<file path="config.mk">
export PLATFORM = sky130hd
export DESIGN_NAME = dlink_tx
export DESIGN_NICKNAME = d
export VERILOG_FILES = /design/src/rtl/dlk_pkg.sv /design/src/rtl/dlk_hold.sv /design/src/rtl/dlk_shifter.sv /design/src/rtl/dlk_stuff_ctl.sv /design/src/rtl/dlink_tx.sv
export SDC_FILE = /design/constraint.sdc
export NUM_CORES = 1
export LEC_CHECK = 0
export ABC_AREA = 1
export CORE_UTILIZATION = 46
export CTS_CLUSTER_DIAMETER = 50
export DETAILED_ROUTE_END_ITERATION = 10
export HOLD_SLACK_MARGIN = 0.08
export PLACE_DENSITY = 0.73
export SETUP_SLACK_MARGIN = 0.15
export SKIP_CTS_REPAIR_TIMING = 1
export SLEW_MARGIN = 40
export SYNTH_ARGS = -nofsm -noshare
export SYNTH_HDL_FRONTEND = slang
export SYNTH_SLANG_ARGS = --single-unit
</file>
<file path="constraint.sdc">
create_clock -name clk -period 1.5 [get_ports clk]
set_clock_uncertainty 0.15 [all_clocks]
set_input_delay 0.225 -clock clk [delete_from_list [all_inputs] [get_ports clk]]
set_output_delay 0.225 -clock clk [all_outputs]
set_load 0.01 [all_outputs]
</file>
<file path="src/rtl/dlk_pkg.sv">
package dlk_pkg;
    typedef enum logic {
        S_DATA  = 1'b0,
        S_STUFF = 1'b1
    } dlk_state_e;
endpackage

</file>
<file path="src/rtl/dlk_hold.sv">
module dlk_hold #(
    parameter int W = 8
) (
    input  logic         clk,
    input  logic         rst_n,
    input  logic         wr_en,
    input  logic [W-1:0] wr_data,
    input  logic         clr_empty,
    input  logic         byte_done,
    output logic [W-1:0] hold_q,
    output logic         empty_q
);
    always_ff @(posedge clk) begin
        if (!rst_n) begin
            hold_q  <= '0;
            empty_q <= 1'b1;
        end else begin
            if (wr_en) hold_q <= wr_data;
            if (byte_done)               empty_q <= 1'b1;
            else if (wr_en || clr_empty) empty_q <= 1'b0;
        end
    end

    AST_EMPTY_ON_DONE: assert property (@(posedge clk) disable iff (!rst_n)
        byte_done |=> empty_q);
    AST_HOLD_STABLE: assert property (@(posedge clk) disable iff (!rst_n)
        !wr_en |=> $stable(hold_q));
    AST_CLEAR_EMPTY: assert property (@(posedge clk) disable iff (!rst_n)
        (clr_empty && !byte_done) |=> !empty_q);
endmodule

</file>
<file path="src/rtl/dlk_shifter.sv">
module dlk_shifter #(
    parameter int W = 8
) (
    input  logic         clk,
    input  logic         rst_n,
    input  logic         adv,
    input  logic [W-1:0] hold_byte,
    output logic         data_bit,
    output logic         byte_done
);
    localparam int IW = (W > 1) ? $clog2(W) : 1;
    localparam logic [IW-1:0] LAST = IW'(W - 1);

    logic [W-1:0]  sh_q;
    logic [IW-1:0] idx_q;

    always_comb begin
        data_bit  = (idx_q == '0) ? hold_byte[0] : sh_q[0];
        byte_done = adv && (idx_q == LAST);
    end

    always_ff @(posedge clk) begin
        if (!rst_n) begin
            sh_q  <= '0;
            idx_q <= '0;
        end else if (adv) begin
            sh_q  <= (idx_q == '0) ? (hold_byte >> 1) : (sh_q >> 1);
            idx_q <= (idx_q == LAST) ? '0 : idx_q + 1'b1;
        end
    end

    AST_PAUSE_HOLDS_INDEX: assert property (@(posedge clk) disable iff (!rst_n)
        !adv |=> $stable(idx_q));
endmodule

</file>
<file path="src/rtl/dlk_stuff_ctl.sv">
module dlk_stuff_ctl
    import dlk_pkg::*;
#(
    parameter int RUN_LEN = 5
) (
    input  logic clk,
    input  logic rst_n,
    input  logic bit_req,
    input  logic stuff_en,
    input  logic data_bit,
    output logic adv,
    output logic tx_bit
);
    localparam int OW = $clog2(RUN_LEN + 1);
    localparam logic [OW-1:0] RUN_MAX = OW'(RUN_LEN);
    localparam logic [OW-1:0] RUN_TRIG = OW'(RUN_LEN - 1);

    dlk_state_e    state_q, state_d;
    logic [OW-1:0] ones_q;

    always_comb begin
        state_d = state_q;
        unique case (state_q)
            S_DATA: begin
                if (bit_req && data_bit && stuff_en && (ones_q >= RUN_TRIG))
                    state_d = S_STUFF;
            end
            S_STUFF: begin
                if (bit_req) state_d = S_DATA;
            end
            default: state_d = S_DATA;
        endcase
    end

    always_ff @(posedge clk) begin
        if (!rst_n) state_q <= S_DATA;
        else        state_q <= state_d;
    end

    assign adv = bit_req && (state_q == S_DATA);

    always_ff @(posedge clk) begin
        if (!rst_n) begin
            tx_bit <= 1'b0;
            ones_q <= '0;
        end else if (bit_req) begin
            unique case (state_q)
                S_STUFF: begin
                    tx_bit <= 1'b0;
                    ones_q <= '0;
                end
                default: begin
                    tx_bit <= data_bit;
                    if (!data_bit)              ones_q <= '0;
                    else if (ones_q != RUN_MAX) ones_q <= ones_q + 1'b1;
                end
            endcase
        end
    end

    AST_STUFF_ZERO: assert property (@(posedge clk) disable iff (!rst_n)
        (state_q == S_STUFF && bit_req) |=> !tx_bit);
    AST_STUFF_AFTER_RUN: assert property (@(posedge clk) disable iff (!rst_n)
        (bit_req && state_q == S_DATA && data_bit && stuff_en && ones_q == RUN_TRIG)
        |=> (state_q == S_STUFF));
    AST_NO_STUFF_WHEN_OFF: assert property (@(posedge clk) disable iff (!rst_n)
        (state_q == S_DATA && !stuff_en) |=> (state_q == S_DATA));
endmodule

</file>
<file path="src/rtl/dlink_tx.sv">
module dlink_tx #(
    parameter int W       = 8,
    parameter int RUN_LEN = 5
) (
    input  logic         clk,
    input  logic         rst_n,
    input  logic         wr_en,
    input  logic [W-1:0] wr_data,
    input  logic         clr_empty,
    input  logic         stuff_en,
    input  logic         irq_en,
    input  logic         bit_req,
    output logic         tx_bit,
    output logic         empty,
    output logic         irq_n
);
    logic [W-1:0] hold_q;
    logic         adv, data_bit, byte_done;

    dlk_hold #(.W(W)) u_hold (
        .clk(clk), .rst_n(rst_n), .wr_en(wr_en), .wr_data(wr_data),
        .clr_empty(clr_empty), .byte_done(byte_done),
        .hold_q(hold_q), .empty_q(empty)
    );

    dlk_shifter #(.W(W)) u_shift (
        .clk(clk), .rst_n(rst_n), .adv(adv), .hold_byte(hold_q),
        .data_bit(data_bit), .byte_done(byte_done)
    );

    dlk_stuff_ctl #(.RUN_LEN(RUN_LEN)) u_ctl (
        .clk(clk), .rst_n(rst_n), .bit_req(bit_req), .stuff_en(stuff_en),
        .data_bit(data_bit), .adv(adv), .tx_bit(tx_bit)
    );

    assign irq_n = ~(empty & irq_en);

    AST_TX_HOLDS: assert property (@(posedge clk) disable iff (!rst_n)
        !bit_req |=> $stable(tx_bit));
    AST_DONE_NEEDS_REQ: assert property (@(posedge clk) disable iff (!rst_n)
        byte_done |-> bit_req);
endmodule

</file>
# Word-level counts from Yosys, hierarchy flattened
# Cells that the tools add are included.
# op_classes
n_eq_ne,3
n_reduce_logical,9
order_cmp,1
addsub,2
muxes,10
bitwise,4
# op_table
op,count
two-way mux 3 bit,4
two-way mux 7 bit,1
adder 3 x 1 -> 3 bit (second input constant),2
inequality test 3 bit (second input constant),2
logical AND 1 bit,5
two-way mux 1 bit,4
== test 3 bit (second input constant),1
>= comparator 3 bit (second input constant),1
logical NOT 3 bit,1
NOT 1 bit,3
one-hot mux 1 bit (2 select lines),1
AND reduction 2 bit,1
OR reduction 2 bit,1
AND 1 bit,1
logical OR 1 bit,1
# word_totals
register_bits,25
inputBits,15
output_inout_bits,3

# Depth between registers and ports, before layout
# depth
depth_word,7
mapped_depth,9
depth_no_buf,9

# Hierarchy
# From an unflattened synthesis, not the netlist that was laid out.
# unflattened
hier_cells,183
area_unflattened_um2,1239.9
# by_module_without_submodules
module,area_per_inst_um2,instances,cells_each,seq_area_each_um2
dlk_shifter,541.8,1,80,200.2
dlk_hold,394.1,1,57,180.2
dlk_stuff_ctl,300.3,1,45,100.1
dlink_tx,3.8,1,1,0.0

# Least setup slack after synthesis
# No wires, ideal clock.
# synth_path
path_kind,register to register
from,register u_shift.idx_q[0]
to,register u_ctl.ones_q[1]
path_stages_with_launch,10
required_time_ps,1280
arrival_ps,1142
path_buffers,0
slack_ps,138
setup_time_ps,70
path_cell_list,dfxtp_1 -> inv_1 -> ha_1 -> nand2_4 -> nand2_1 -> nand2_2 -> nand2_1 -> nand2_1 -> nand2_1 -> a21oi_1
# synth_via
elab_chain_cells,4
# synth_rtl
element,line,rtl
"start, declared",dlk_shifter.sv:15,logic [IW-1:0] idx_q;
"start signal, assigned",dlk_shifter.sv:28,idx_q <= (idx_q == LAST) ? '0 : idx_q + 1'b1;
logical NOT 3 bit *,dlk_shifter.sv:18,data_bit = (idx_q == '0) ? hold_byte[0] : sh_q[0];
two-way mux 1 bit *,dlk_shifter.sv:18,
inequality test 3 bit (no line) / two-way mux 3 bit (equally long branches),--,
AND reduction 2 bit (no line) / two-way mux 3 bit (equally long branches),--,
"end signal, assigned",dlk_stuff_ctl.sv:55,else if (ones_q != RUN_MAX) ones_q <= ones_q + 1'b1;
"end, declared",dlk_stuff_ctl.sv:19,logic [OW-1:0] ones_q;
# Mark *: on every way between the ends. The rest lies on a longest branch, timed or not.
# A chain may end at the register's enable or synchronous reset.

# Worst setup path after layout
# layout_path
from,register u_shift.idx_q[0]
to,register u_ctl.ones_q[0]
# The elaborated chain is that of the path after synthesis.

==> metrics.cfg <==
[sta]
max_slew_margin=0.855
finalMaxSlewViolations=0
hold_viol=0
fmax_mhz=743
worstMarginPinSlew_ns=0.216
period_share=0.898
whs_ns=0.324
setup_violations=0
fin_ws_ns=0.153
period_needed_ns=1.35
grt_setup_unrepaired=true

[detailed_routing]
drc=0
dr.pass1.iters=4
ant_nets=0
vias_per_cell=4.99
drt_iter0_markers=12
wl_per_cell_microns=10.5
drt-total-wl_microns=2070
num_vias=984

[place]
dp_hpwl_microns=1420
place_area_sq_mm=0.00131
pre_cts_slack_ns=-0.102
io_buffers=17
gp_congestion=0.660

[global_route]
antenna_found_initial=0
grt_max_degree=22
grt_pass1_vias=930
grt_pass1_wl_microns=3660
track_usage=0.186
grt-ovfl-total=0

[pwr]
irDropWorstVdd_mv=0.673
pwr-share-clk=0.331
pwr-share-comb=0.172
power.density_mw_per_mm2=978
total_power_mw=1.41
intPower_mw=1.07
power.leakage_nw=0.684
swShare=0.239
switching_power_mw=0.336
power_frac_seq=0.498

[clock_tree]
clockBufferDepth=2
cts_max_level=1
worst_skew_pair.late_latency_ns=0.32
cts_root_buf=clkbuf_4
clkTransAtPathRegs_ns=0.14
cts_sinks=24
cts_tree=yes
numCtsBuffers=3

[setup_path]
r2r_slack_ns=0.15
r2r-end=u_ctl.ones_q[0]
arrival_ns=1.42
cp-start-kind=flip-flop
critical_path.max_fanout=5
reg2regPathDepth=9
rr_startpoint=u_shift.idx_q[0]
worstPathRequired_ns=1.57
path_class=reg2reg
cp-end-kind=flip-flop

[yosys]
synth.distinct_cells=20
synthesis.nets=163
synth_cells=143
yosysSeqAreaShare=0.442
synth.cell_area_sq_mm=0.00109
ys_warn_count=0
synth-seq-cells=24
syn_avg_cell_area_sq_um=7.59

[die]
start_util=0.491
rows=17
core_sq_mm=0.00221
dieWidth_microns=50.6
die_area_sq_mm=0.00256
die_h_microns=50.6
ios=18

[hold_path]
hold_depth=2
hold_class=reg2reg
min_to=u_ctl.tx_bit
holdCritStartpoint=u_ctl.tx_bit

[final_layout]
fin_nets=190
stdcell_area_sq_mm=0.00144
antenna_cells=0
final_core_util=0.651
mostFrequentLayoutCell=nand2_1
most-common-layout-cells=26 x nand2_1, 21 x nor2_1, 21 x dfxtp_1, 14 x clkdlybuf4s50_1, 12 x inv_1
area.growth.synth_to_final_pct=32.6
drive_above_1_share=0.178

[flow_run]
drv_cap=0

[outcome]
outcome=complete, no violations

flip-flops by register name (all words and copies together) (netlist names):
name	flops
u_ctl.ones_q	3
u_ctl.state_q	1
u_ctl.tx_bit	1
u_hold.empty_q	1
u_hold.hold_q	8
u_shift.idx_q	3
u_shift.sh_q	7
final cells by class:
| class | instances | area (sq um) |
|---|---|---|
| clock buffer | 3 | 22.5 |
| fill | 200 | 772 |
| multi-input combinational | 97 | 531 |
| sequential | 24 | 484 |
| timing repair buffer | 26 | 270 |
| tap | 28 | 35.0 |
| clock inverter | 1 | 30.0 |
| inverter | 18 | 67.6 |
synthesized netlist by cell type (all sizes together):
cell / count / area (sq um)
nand2: 31 / 126
dfxtp: 24 / 480
nor2: 23 / 93.8
inv: 17 / 63.8
nand3: 11 / 60.1
o21ai: 10 / 50.1
a21oi: 7 / 35.0
o211ai: 7 / 52.6
ha: 5 / 62.6
buf: 3 / 26.3
nand4: 2 / 12.5
clkbuf: 1 / 13.8
clkinv: 1 / 3.75
nor3: 1 / 5.00
critical path, cell delays in order (launching register included):
cell,delay (ns)
dfxtp_2,0.37
inv_2,0.05
ha_4,0.16
nand3_1,0.12
nand2_4,0.09
buf_4,0.14
nand3_2,0.04
nand2_1,0.05
nand2_1,0.05
nor2_1,0.03
power by group through the flow:
stage / Sequential, mW / Clock [mW] / Combinational [mW]
after detailed placement: 0.712 / 0 / 0.210
after floorplan: 0.709 / 0 / 0.129
final: 0.701 / 0.466 / 0.242
after global routing: 0.706 / 0.501 / 0.272
after CTS: 0.698 / 0.474 / 0.212
after global placement: 0.711 / 0 / 0.205
layer usage:
layer | vias up | global-route usage | part of all wire
met2 | 21 | 0.336 | 0.46
met1 | 446 | 0.225 | 0.49
met5 | - | 0 | 0
met4 | 0 | 0.0556 | 0.0082
li1 | 515 | - | -
met3 | 2 | 0.0273 | 0.035
kinds of logic after synthesis:
| kind of cell | count (synthesis) | share of synthesized area |
|---|---|---|
| compound gates | 24 | 0.127 |
| simple gates | 68 | 0.274 |
| flops | 24 | 0.442 |
| fa+ha+maj | 5 | 0.0576 |
| buf+inv | 22 | 0.0991 |
stage by stage:
| step | instances | TNS (ns) |
|---|---|---|
| after CTS | 192 | -0.342 |
| after global routing | 197 | 0 |
| after global placement | 188 | -0.204 |
| final | 197 | 0 |
| after floorplan | 143 | 0 |
| after detailed placement | 188 | -0.424 |
how the worst max path moves through the flow:
stage / end / startpoint / slack [ns] / cells past startpoint
after floorplan: u_ctl.ones_q[1] / u_shift.idx_q[0] / 0.18 / 9
after global placement: irq_n / irq_en / -0.08 / 3
after detailed placement: irq_n / irq_en / -0.10 / 3
after CTS: irq_n / u_hold.empty_q / -0.13 / 2
after global routing: u_ctl.ones_q[0] / u_shift.idx_q[0] / 0.07 / 10
final: u_ctl.ones_q[0] / u_shift.idx_q[0] / 0.15 / 9
No activity file was read; power rests on OpenSTA's default activity.
